--- config.mk ---
export PLATFORM = sky130hd
export DESIGN_NAME = sdram_seq
export DESIGN_NICKNAME = d
export VERILOG_FILES = /design/src/rtl/sdram_seq.sv
export SDC_FILE = /design/constraint.sdc
export NUM_CORES = 1
export LEC_CHECK = 0
export BUFFER_PORTS_ARGS = -buffer_cell sky130_fd_sc_hd__buf_2
export CORE_UTILIZATION = 50
export CTS_CLUSTER_SIZE = 16
export DETAILED_ROUTE_END_ITERATION = 10
export PLACE_DENSITY = 0.74
export SLEW_MARGIN = 0
export SYNTH_ARGS = -nofsm -noshare
export SYNTH_HDL_FRONTEND = slang
export SYNTH_SLANG_ARGS = --single-unit
export TNS_END_PERCENT = 1
--- constraint.sdc ---
create_clock -name clk -period 2 [get_ports clk]
set_input_delay 0.2 -clock clk [delete_from_list [all_inputs] [get_ports clk]]
set_output_delay 0.2 -clock clk [all_outputs]
set_load 0.05 [all_outputs]
--- src/rtl/sdram_seq.sv ---
`timescale 1ns/1ps
module sdram_seq #(
  parameter int BANK_W  = 2,
  parameter int ROW_W   = 13,
  parameter int COL_W   = 9,
  parameter int DQ_W    = 16,
  parameter int AP_BIT  = 10,
  parameter int T_RCD   = 3,
  parameter int T_RP    = 3,
  parameter int T_RFC   = 7,
  parameter int REF_INT = 780
) (
  input  logic              clk,
  input  logic              rst_n,
  input  logic              mode_lat3,
  input  logic              mode_fpage,
  input  logic              req,
  input  logic              req_we,
  input  logic              req_ap,
  input  logic [BANK_W-1:0] req_bank,
  input  logic [ROW_W-1:0]  req_row,
  input  logic [COL_W-1:0]  req_col,
  input  logic [DQ_W-1:0]   req_wdata,
  output logic              ack,
  output logic [DQ_W-1:0]   rdata,
  output logic              cmd_sel_n,
  output logic              cmd_row_n,
  output logic              cmd_col_n,
  output logic              cmd_wr_n,
  output logic [BANK_W-1:0] mem_bank,
  output logic [ROW_W-1:0]  mem_addr,
  output logic [DQ_W/8-1:0] mem_mask,
  output logic [DQ_W-1:0]   mem_dq_out,
  output logic              mem_dq_oe,
  input  logic [DQ_W-1:0]   mem_dq_in
);

  localparam int MASK_W = DQ_W / 8;
  localparam int CNT_W  = $clog2(T_RCD + T_RP + T_RFC + 4);
  localparam int REF_W  = $clog2(REF_INT + 1);

  localparam logic [3:0] C_NOP = 4'b0111;
  localparam logic [3:0] C_ACT = 4'b0011;
  localparam logic [3:0] C_RD  = 4'b0101;
  localparam logic [3:0] C_WR  = 4'b0100;
  localparam logic [3:0] C_PRE = 4'b0010;
  localparam logic [3:0] C_REF = 4'b0001;
  localparam logic [3:0] C_BST = 4'b0110;

  typedef enum logic [2:0] {S_IDLE, S_REF, S_ACT, S_RW, S_TAIL, S_PRE, S_PWAIT} st_t;

  st_t              st;
  logic [CNT_W-1:0] cnt;
  logic [3:0]       cmd;
  logic             op_we, op_ap;
  logic [COL_W-1:0] op_col;
  logic [DQ_W-1:0]  op_wd;
  logic [REF_W-1:0] ref_cnt;
  logic             ref_pend;

  wire              ap_eff    = op_ap & ~mode_fpage;
  wire              issue_ref = (st == S_IDLE) && ref_pend;
  wire [CNT_W-1:0]  lat_m1    = mode_lat3 ? CNT_W'(2) : CNT_W'(1);

  assign {cmd_sel_n, cmd_row_n, cmd_col_n, cmd_wr_n} = cmd;

  always_ff @(posedge clk or negedge rst_n) begin
    if (!rst_n) begin
      ref_cnt  <= REF_W'(REF_INT - 1);
      ref_pend <= 1'b0;
    end else begin
      if (issue_ref) ref_pend <= 1'b0;
      if (ref_cnt == '0) begin
        ref_cnt  <= REF_W'(REF_INT - 1);
        ref_pend <= 1'b1;
      end else begin
        ref_cnt <= ref_cnt - 1'b1;
      end
    end
  end

  always_ff @(posedge clk or negedge rst_n) begin
    if (!rst_n) begin
      st         <= S_IDLE;
      cnt        <= '0;
      cmd        <= C_NOP;
      mem_bank   <= '0;
      mem_addr   <= '0;
      mem_mask   <= {MASK_W{1'b1}};
      mem_dq_out <= '0;
      mem_dq_oe  <= 1'b0;
      ack        <= 1'b0;
      rdata      <= '0;
      op_we      <= 1'b0;
      op_ap      <= 1'b0;
      op_col     <= '0;
      op_wd      <= '0;
    end else begin
      cmd       <= C_NOP;
      mem_dq_oe <= 1'b0;
      ack       <= 1'b0;
      case (st)
        S_IDLE: begin
          if (ref_pend) begin
            cmd <= C_REF;
            cnt <= CNT_W'(T_RFC - 1);
            st  <= S_REF;
          end else if (req && !ack) begin
            cmd      <= C_ACT;
            mem_bank <= req_bank;
            mem_addr <= req_row;
            op_we    <= req_we;
            op_ap    <= req_ap;
            op_col   <= req_col;
            op_wd    <= req_wdata;
            cnt      <= CNT_W'(T_RCD - 1);
            st       <= S_ACT;
          end
        end
        S_REF: begin
          if (cnt == '0) st <= S_IDLE;
          else cnt <= cnt - 1'b1;
        end
        S_ACT: begin
          if (cnt == '0) begin
            cmd              <= op_we ? C_WR : C_RD;
            mem_addr         <= ROW_W'(op_col);
            mem_addr[AP_BIT] <= ap_eff;
            mem_mask         <= '0;
            mem_dq_oe        <= op_we;
            mem_dq_out       <= op_wd;
            st               <= S_RW;
          end else begin
            cnt <= cnt - 1'b1;
          end
        end
        S_RW: begin
          if (mode_fpage) cmd <= C_BST;
          if (op_we) begin
            mem_mask <= {MASK_W{1'b1}};
            if (ap_eff) begin
              cnt <= CNT_W'(T_RP);
              st  <= S_PWAIT;
            end else begin
              st <= S_PRE;
            end
          end else begin
            cnt <= lat_m1;
            st  <= S_TAIL;
          end
        end
        S_TAIL: begin
          if (cnt == '0) begin
            rdata    <= mem_dq_in;
            mem_mask <= {MASK_W{1'b1}};
            if (ap_eff) begin
              cnt <= CNT_W'(T_RP);
              st  <= S_PWAIT;
            end else begin
              st <= S_PRE;
            end
          end else begin
            cnt <= cnt - 1'b1;
          end
        end
        S_PRE: begin
          cmd              <= C_PRE;
          mem_addr[AP_BIT] <= 1'b0;
          cnt              <= CNT_W'(T_RP - 1);
          st               <= S_PWAIT;
        end
        S_PWAIT: begin
          if (cnt == '0) begin
            ack <= 1'b1;
            st  <= S_IDLE;
          end else begin
            cnt <= cnt - 1'b1;
          end
        end
        default: st <= S_IDLE;
      endcase
    end
  end

endmodule

==> reports/qor.yml, run 1 <==
status: "complete, no violations"
reg2reg_from: "cnt[1]"
grt_pass1_vias: 3433
die_y_um: 96.7
seq_area_um2: 2490
critPathMaxFanout: 6
ys_warn_count: 0
routed_via_density: 5.30
drive_gt1_share_pct: 38.2
drt_iter0_markers: 112
root_buffer: "clkbuf_8"
grt_start_max_net_pins: 40
worstRegToRegCells: 8
finClkSkew_ps: 16.5
max_freq_ghz: 0.533
r2r_slack_ps: 120
crit_type: "flip-flop to flip-flop"
muxShareOfSynthArea_pct: 11.6
synth_edf_count: 0
start_util_pct: 51.4
routabilityCongestion: 0.918
reg2reg_to: "cnt[1]"
hold_ws_ps: 11.0
ios: 118
synth_fa_ha_area_share_pct: 0.558
clock-sinks: 99
vdd_ir_drop_max_mv: 1.05
fillers: 701
netlist_instances: 425
hold_viol_final: 0
postRouteAntennaNets: 0
final_cells: 665
grt_util_all_layers_pct: 21.9
synth_top_family_by_area: "simple AND/OR/NAND/NOR gates"
synth_compound_area_share_pct: 9.04
tns_ps: 0
yosys-top-cells-area: "dfrtp_1 50%, nand2_1 10%, mux2_4 5.4%"
start_kind: "flip-flop"
antenna_cells: 0
grt_first_pass_wirelength_um: 16400
overflow: 0
clockBufferDepth: 2
syn_nets: 490
p_switching_w: 0.00464
cts_buffers: 9
wl_per_cell_um: 14.8
synthArstFlopShare_pct: 100
die_area_um2: 9350
rows: 34
cp-end-kind: "flip-flop"
io_buffers: 116
busiest_layer: "met2"
whs_endpoint: "op_wd[14]"
ys_top_cells_by_count: "120 x nand2_1, 90 x dfrtp_1, 20 x o21ai_0, 18 x nor2_1, 17 x mux2_2"
cts-htree-levels: 3
cp.required_ps: 2240
avgSynthCellArea_um2: 10.6
cts.clk_slew.worst_paths_ps: 100
grt.met3_usage_pct: 4.55
synth_xor_area_share_pct: 1.37
period_share_pct: 93.8
finalSetupViolations: 0
ys_ff_latch: 99
maxSlewViolCount: 0
power_density_nw_per_um2: 1760
die_w_um: 96.7
detail_route.wirelength_um: 9820
cap_violations: 0
multi_input_area_um2: 1880
clkPwrFrac_pct: 12.1
hold_class: "input port to flip-flop"
finalCriticalPeriod_ps: 1880
holdPathStages: 3
cts_tree: "yes"
yosys.area_share.simple_pct: 18.5
seqPwrFrac_pct: 34.2
p_leak_nw: 2.86
core_area_um2: 8720
grt_antenna_before_repair: 0
route.detailed.drc: 0
grtUsageMet2_pct: 34.5
synth_ff_type: "dfrtp_1"
holdCritStartpoint: "req_wdata[14]"
arrival_ps: 2120
yosysTopAreaCellShare_pct: 50.2
syn2layout_area_growth_pct: 22.9
seq_area_frac_synth_pct: 55.5
final_nets: 617
p_comb_share_pct: 53.7
synth.distinct_cells: 58
netlist_area_um2: 4480
p_sw_share_pct: 47.9
synth_most_common_cell: "nand2_1"
first_pass_iters: 4
clk_latency_ps: 370
globalRouteMet1Util_pct: 30.0
dp_hpwl_um: 7130
yosys.area.top_type: "dfrtp_1"
p_int_w: 0.00504
vias: 3527
dp_cells: 646
## cells by family after synthesis
family / count (synthesis)
other cells: 1
simple gates: 183
fa+ha+maj: 2
xor+xnor: 7
flops: 99
mux: 42
compound gates: 62
buf+inv: 29
## how the worst max path moves through the flow
stage / from / depth (start not counted) / to
2_1_floorplan: cnt[0] / 8 / cnt[1]
3_3_place_gp: cnt[1] / 8 / cnt[2]
3_5_place_dp: cnt[1] / 7 / cnt[2]
4_1_cts: cnt[1] / 8 / cnt[2]
5_1_grt: cnt[1] / 8 / cnt[2]
6_report: cnt[1] / 8 / cnt[1]
## registers in the layout, summed over array words and instances (netlist names), 5 cells and up
name	flops
rdata	16
cnt	5
op_wd	16
mem_dq_out	16
ref_cnt	10
mem_addr	13
op_col	9
## metrics by stage
step	utilization, %	area [um2]	worst slack (ps)	power (W)
final	63.2	5510	123	0.00968
after global routing	63.2	5510	-5.29	0.0102
after CTS	62.7	5470	6.52	0.00969
after detailed placement	60.6	5280	33.3	0.00850
after global placement	60.6	5280	78.7	0.00836
after floorplan	-	4480	137	0.00714
## layout make-up
class | count | share of cell area [%]
Clock buffer | 9 | 2.25
Clock inverter | 7 | 0.954
Inverter | 4 | 0.273
Multi-Input combinational cell | 297 | 34.2
Sequential cell | 99 | 45.2
Tap cell | 108 | 2.45
Timing Repair Buffer | 141 | 14.7
## worst max-delay path: stages, from the launching register on
cell	delay (ps)
dfrtp_1	390
inv_2	60
ha_2	180
nor4b_4	140
buf_4	150
a22o_1	240
a22o_4	290
nor3_1	250
a211oi_2	60
## layer usage
metal	vias up	wire (um)	part of all wire (%)
met3	18	540	5.5
met1	1707	4440	45
met4	0	153	1.6
met5	-	0	0
li1	1683	-	-
met2	119	4680	48
## layout by cell type (no fill, tap or decap), types with 4 or more instances in the layout
| master | instances |
|---|---|
| nand2_1 | 120 |
| buf_2 | 115 |
| dfrtp_1 | 90 |
| buf_4 | 22 |
| o21ai_0 | 20 |
| nor2_1 | 18 |
| mux2_2 | 17 |
| mux2_4 | 16 |
| a21oi_1 | 12 |
| mux2i_1 | 9 |
| clkbuf_8 | 9 |
| dfstp_2 | 9 |
| nor2b_1 | 6 |
| nand2b_1 | 6 |
| nand3_1 | 6 |
| nor3_1 | 5 |
| a21o_1 | 4 |
| xnor2_1 | 4 |
| a22o_1 | 4 |
## power groups by stage
stage / sequential [W] / clock, W / combinational, W
2_1_floorplan: 0.00501 / 0 / 0.00213
3_3_place_gp: 0.00329 / 0 / 0.00507
3_5_place_dp: 0.00333 / 0 / 0.00516
4_1_cts: 0.00330 / 0.00121 / 0.00518
5_1_grt: 0.00341 / 0.00128 / 0.00556
6_report: 0.00331 / 0.00117 / 0.00520
## timing repair
action,in CTS,in global routing
hold endpoints to repair,31,0
buffers inserted,0,2
resized for setup,0,6
hold buffers,1,0
endpoints found under the setup margin,0,56
No activity file was read; power rests on OpenSTA's default activity.
==> run 2, diff against run 1 <==
Settings changed: CORE_UTILIZATION 50 to 53, PLACE_DENSITY 0.74 to 0.78.
==> run 2 against run 1 <==
  * Hold slack improved by 15 ps
  * Maximum frequency fell by 2.7%
  * Total power rose by 1.7%
  * Setup slack got worse by 52 ps
  * Largest cell class unchanged
==> reports/qor.yml, run 2 (same netlist as run 1, synthesis figures left out) <==
status: "complete, no violations"
cts-htree-levels: 3
cts_tree: "yes"
core_area_um2: 8220
holdPathStages: 3
grt_antenna_before_repair: 0
seqPwrFrac_pct: 33.6
reg2reg_from: "cnt[1]"
clockBufferDepth: 2
clock-sinks: 99
final_cells: 658
syn2layout_area_growth_pct: 22.9
placed_area_um2: 5280
multi_input_area_um2: 1870
p_switching_w: 0.00457
drt_iter0_markers: 199
grt_util_all_layers_pct: 22.8
largest_registers: "mem_dq_out: 16 flops, op_wd: 16 flops, rdata: 16 flops"
crit_type: "flip-flop to flip-flop"
dp_hpwl_um: 6850
whs_endpoint: "op_wd[6]"
final_nets: 613
postRouteAntennaNets: 0
layout_common_cells: "120 x nand2_1, 115 x buf_2, 90 x dfrtp_1"
clkPwrFrac_pct: 14.0
routabilityCongestion: 0.890
wl_per_cell_um: 14.4
drive_gt1_share_pct: 37.3
design_area_um2: 5510
max_freq_ghz: 0.518
p_comb_share_pct: 52.5
grt_start_max_net_pins: 63
holdCritStartpoint: "req_wdata[6]"
hold_ws_ps: 25.8
overflow: 0
p_int_w: 0.00527
grt_pass1_vias: 3279
first_pass_iters: 6
vias: 3468
io_buffers: 116
clk_latency_ps: 360
finalPower_w: 0.00984
final_common_cell: "nand2_1"
reg2reg_to: "cnt[1]"
route.detailed.drc: 0
finalSetupViolations: 0
antenna_cells: 0
die_w_um: 94.0
ios: 118
hold_viol_final: 0
p_leak_nw: 2.87
tns_ps: 0
root_buffer: "clkbuf_8"
hold_class: "input port to flip-flop"
arrival_ps: 2160
routed_via_density: 5.27
start_kind: "flip-flop"
die_area_um2: 8830
worstRegToRegCells: 8
detail_route.wirelength_um: 9460
cts_buffers: 9
dp_cells: 641
seq_area_um2: 2490
cp-end-kind: "flip-flop"
finClkSkew_ps: 14.3
vdd_ir_drop_max_mv: 1.07
die_y_um: 94.0
finalCriticalPeriod_ps: 1930
grt_first_pass_wirelength_um: 15500
power_density_nw_per_um2: 1790
p_sw_share_pct: 46.4
cts.clk_slew.worst_paths_ps: 100
cp.required_ps: 2230
start_util_pct: 54.6
maxSlewViolCount: 0
critPathMaxFanout: 9
r2r_slack_ps: 70
cap_violations: 0
rows: 33
period_share_pct: 96.4
fillers: 693
## run 2: changes by cell type in the layout (fill, tap and decap cells not counted), moves of 2 or more
cell | previous run | this run
inv_1 | 2 | 4
inv_8 | 2 | 0
bufinv_16 | 0 | 2
clkinvlp_4 | 2 | 0
buf_4 | 22 | 17
inv_2 | 2 | 0
inv_6 | 0 | 2
## run 2: worst max-delay path by stage
| stage | start | to | slack [ps] | cells after the start |
|---|---|---|---|---|
| final | cnt[1] | cnt[1] | 70 | 8 |
| after detailed placement | cnt[1] | cnt[2] | 70 | 7 |
| after floorplan | cnt[0] | cnt[1] | 140 | 8 |
| after CTS | cnt[1] | cnt[1] | 50 | 8 |
| after global placement | cnt[1] | cnt[2] | 90 | 7 |
| after global routing | cnt[1] | cnt[2] | -2 | 8 |
## run 2: worst max-delay path: stages (launching register included)
cell	delay, ps
dfrtp_1	380
inv_1	80
ha_1	210
nor4b_2	180
buf_4	190
a22o_1	240
a22o_4	290
nor3_2	200
a211oi_2	50
## run 2: timing repair
item,4_1_cts,5_1_grt
gates resized for setup,0,3
hold buffers,1,0
setup endpoints to repair,0,4
hold endpoints to repair,90,0
setup buffers,0,0
## run 2: final cells by class
cell class	instances	area share [%]
clock buffer	10	2.32
clock inverter	6	1.59
inverter	4	0.272
multi-input combinational	297	33.9
sequential	99	45.2
tap	105	2.38
timing repair buffer	137	14.4
## run 2: power groups by stage
stage	Clock (W)	Sequential [W]	Combinational, W
after floorplan	0	0.00501	0.00213
after global placement	0	0.00328	0.00507
after detailed placement	0	0.00334	0.00516
after CTS	0.00141	0.00331	0.00518
after global routing	0.00150	0.00341	0.00554
final	0.00137	0.00330	0.00516
## run 2: routing by layer
metal	track usage, %	share of wire (%)	routed length (um)
met2	38.0	48	4560
met3	4.05	5.2	493
met4	8.08	1.2	113
met5	0	0	0
met1	29.9	45	4290
## run 2: stage by stage
stage	worst slack [ps]	utilization (%)
2_1_floorplan	137	-
3_3_place_gp	93.1	64.2
3_5_place_dp	66.1	64.2
4_1_cts	50.8	67.0
5_1_grt	-1.99	67.1
6_report	71.1	67.1
==> run 3, diff against run 2 <==
Settings changed: CORE_ASPECT_RATIO set to 0.6.
==> run 3 against run 2 <==
  * Total power rose by 7.5%
  * Critical endpoint unchanged
  * Sequential power about the same
  * Non-clock buffer count up 1
  * Via count rose by 0.58%
  * Hold slack better by 14 ps
  * Critical path type unchanged
  * First-iteration DRC count increased by 25%
  * Final cell count increased by 0.61%
==> reports/qor.yml, run 3 (same netlist as run 1, synthesis figures left out) <==
status: "complete, no violations"
final_cells: 662
tightest_slew_ps: 537
final_core_util_pct: 70.6
cts-htree-levels: 3
reg2reg_to: "cnt[1]"
r2r_slack_ps: 70
fillers: 585
finalCriticalPeriod_ps: 1930
first_pass_iters: 4
crit_type: "flip-flop to flip-flop"
routed_via_density: 5.27
cp.buffers_inverters: 2
die_w_um: 121
arrival_ps: 2150
layout_setup_ws_ps: 68.6
cp.required_ps: 2220
slowest_stage: "dfrtp_1"
maxSlewViolCount: 0
finalSetupViolations: 0
die_y_um: 73.3
core_area_um2: 8040
antenna_cells: 0
slowest_delay_ps: 370
overflow: 0
preCtsSetupSlack_ps: 10.6
p_int_w: 0.00586
grt_start_max_net_pins: 64
path_cells: "inv_1, ha_4, nor4b_2, buf_4, a22o_1, a22o_4, nor3_2, a211oi_2"
grt_util_all_layers_pct: 25.3
p_switching_w: 0.00472
p_comb_share_pct: 49.4
p_leak_nw: 2.94
grt_pass1_vias: 3562
p_sw_share_pct: 44.6
clk_latency_ps: 350
start_util_pct: 55.8
largest_registers: "mem_dq_out: 16 flops, op_wd: 16 flops, rdata: 16 flops"
postRouteAntennaNets: 0
cts_buffers: 9
holdPathStages: 3
cts.clk_slew.worst_paths_ps: 70
hold_class: "input port to flip-flop"
power_density_nw_per_um2: 1860
vias: 3488
final_nets: 614
holdCritStartpoint: "req_col[7]"
ios: 118
die_area_um2: 8840
drt_iter0_markers: 248
dp_hpwl_um: 7250
multi_input_area_um2: 1890
final_common_cell: "nand2_1"
wl_per_cell_um: 15.5
relSlewSlack_pct: 63.9
drive_gt1_share_pct: 37.5
grt_antenna_before_repair: 0
seqPwrFrac_pct: 31.5
reg2reg_from: "cnt[1]"
worstRegToRegCells: 8
root_buffer: "clkbuf_16"
cap_violations: 0
cp-end-kind: "flip-flop"
dp_cells: 643
critPathMaxFanout: 10
clockBufferDepth: 2
clkPwrFrac_pct: 19.1
routabilityCongestion: 0.964
whs_endpoint: "op_col[7]"
grt_first_pass_wirelength_um: 17000
hold_viol_final: 0
rows: 25
syn2layout_area_growth_pct: 26.6
layout_common_cells: "120 x nand2_1, 115 x buf_2, 90 x dfrtp_1"
io_buffers: 116
vdd_ir_drop_max_mv: 1.08
route.detailed.drc: 0
cp_top_family: "compound AO/OA/AOI/OAI gates"
hold_ws_ps: 39.7
clock-sinks: 99
start_kind: "flip-flop"
detail_route.wirelength_um: 10200
finClkSkew_ps: 7.83
cts_tree: "yes"
period_share_pct: 96.6
max_freq_ghz: 0.518
seq_area_um2: 2490
tns_ps: 0
## run 3: layer usage
| metal | share of wire, % | wire length [um] | GRT usage, % |
|---|---|---|---|
| met1 | 48 | 4920 | 34.5 |
| met2 | 44 | 4530 | 39.7 |
| met3 | 6.4 | 658 | 7.30 |
| met4 | 1.3 | 135 | 7.82 |
| met5 | 0 | 0 | 0 |
## run 3: how the worst max path moves through the flow
stage          startpoint      to  slack, ps  depth (start not counted)
2_1_floorplan      cnt[0]  cnt[1]        140                          8
3_3_place_gp       cnt[1]  cnt[2]         60                          7
3_5_place_dp       cnt[1]  cnt[2]         10                          7
4_1_cts            cnt[1]  cnt[3]         30                          8
5_1_grt            cnt[1]  cnt[1]        -20                          8
6_report           cnt[1]  cnt[1]         70                          8
## run 3: timing repair
| action | in CTS | in global routing |
|---|---|---|
| setup buffers | 0 | 2 |
| hold endpoints to repair | 37 | 0 |
| resized for setup | 2 | 5 |
| hold buffers | 1 | 0 |
| endpoints found under the setup margin | 2 | 40 |
## run 3: worst min-delay path: stages
cell and delay (ps):
buf_2 70, nand2_1 40, nand2_1 40
## run 3: through the flow
step / area, um2 / total power [W]
2_1_floorplan: 4480 / 0.00714
3_3_place_gp: 5270 / 0.00835
3_5_place_dp: 5270 / 0.00848
4_1_cts: 5640 / 0.0106
5_1_grt: 5680 / 0.0112
6_report: 5680 / 0.0106
## run 3: area by class of cell
class                   instances  share of cell area [%]
clock buffers                  11                    4.27
well taps                     108                    2.38
clock inverters                 5                    1.89
inverters                       4                   0.264
flip-flops and latches         99                    43.8
repair buffers                138                    14.1
multi-input cells             297                    33.3
## run 3: power by group through the flow
stage	logic, W	clock network (W)	registers (W)
after floorplan	0.00213	0	0.00501
after global placement	0.00503	0	0.00332
after detailed placement	0.00514	0	0.00335
after CTS	0.00518	0.00205	0.00333
after global routing	0.00563	0.00214	0.00344
final	0.00523	0.00202	0.00333
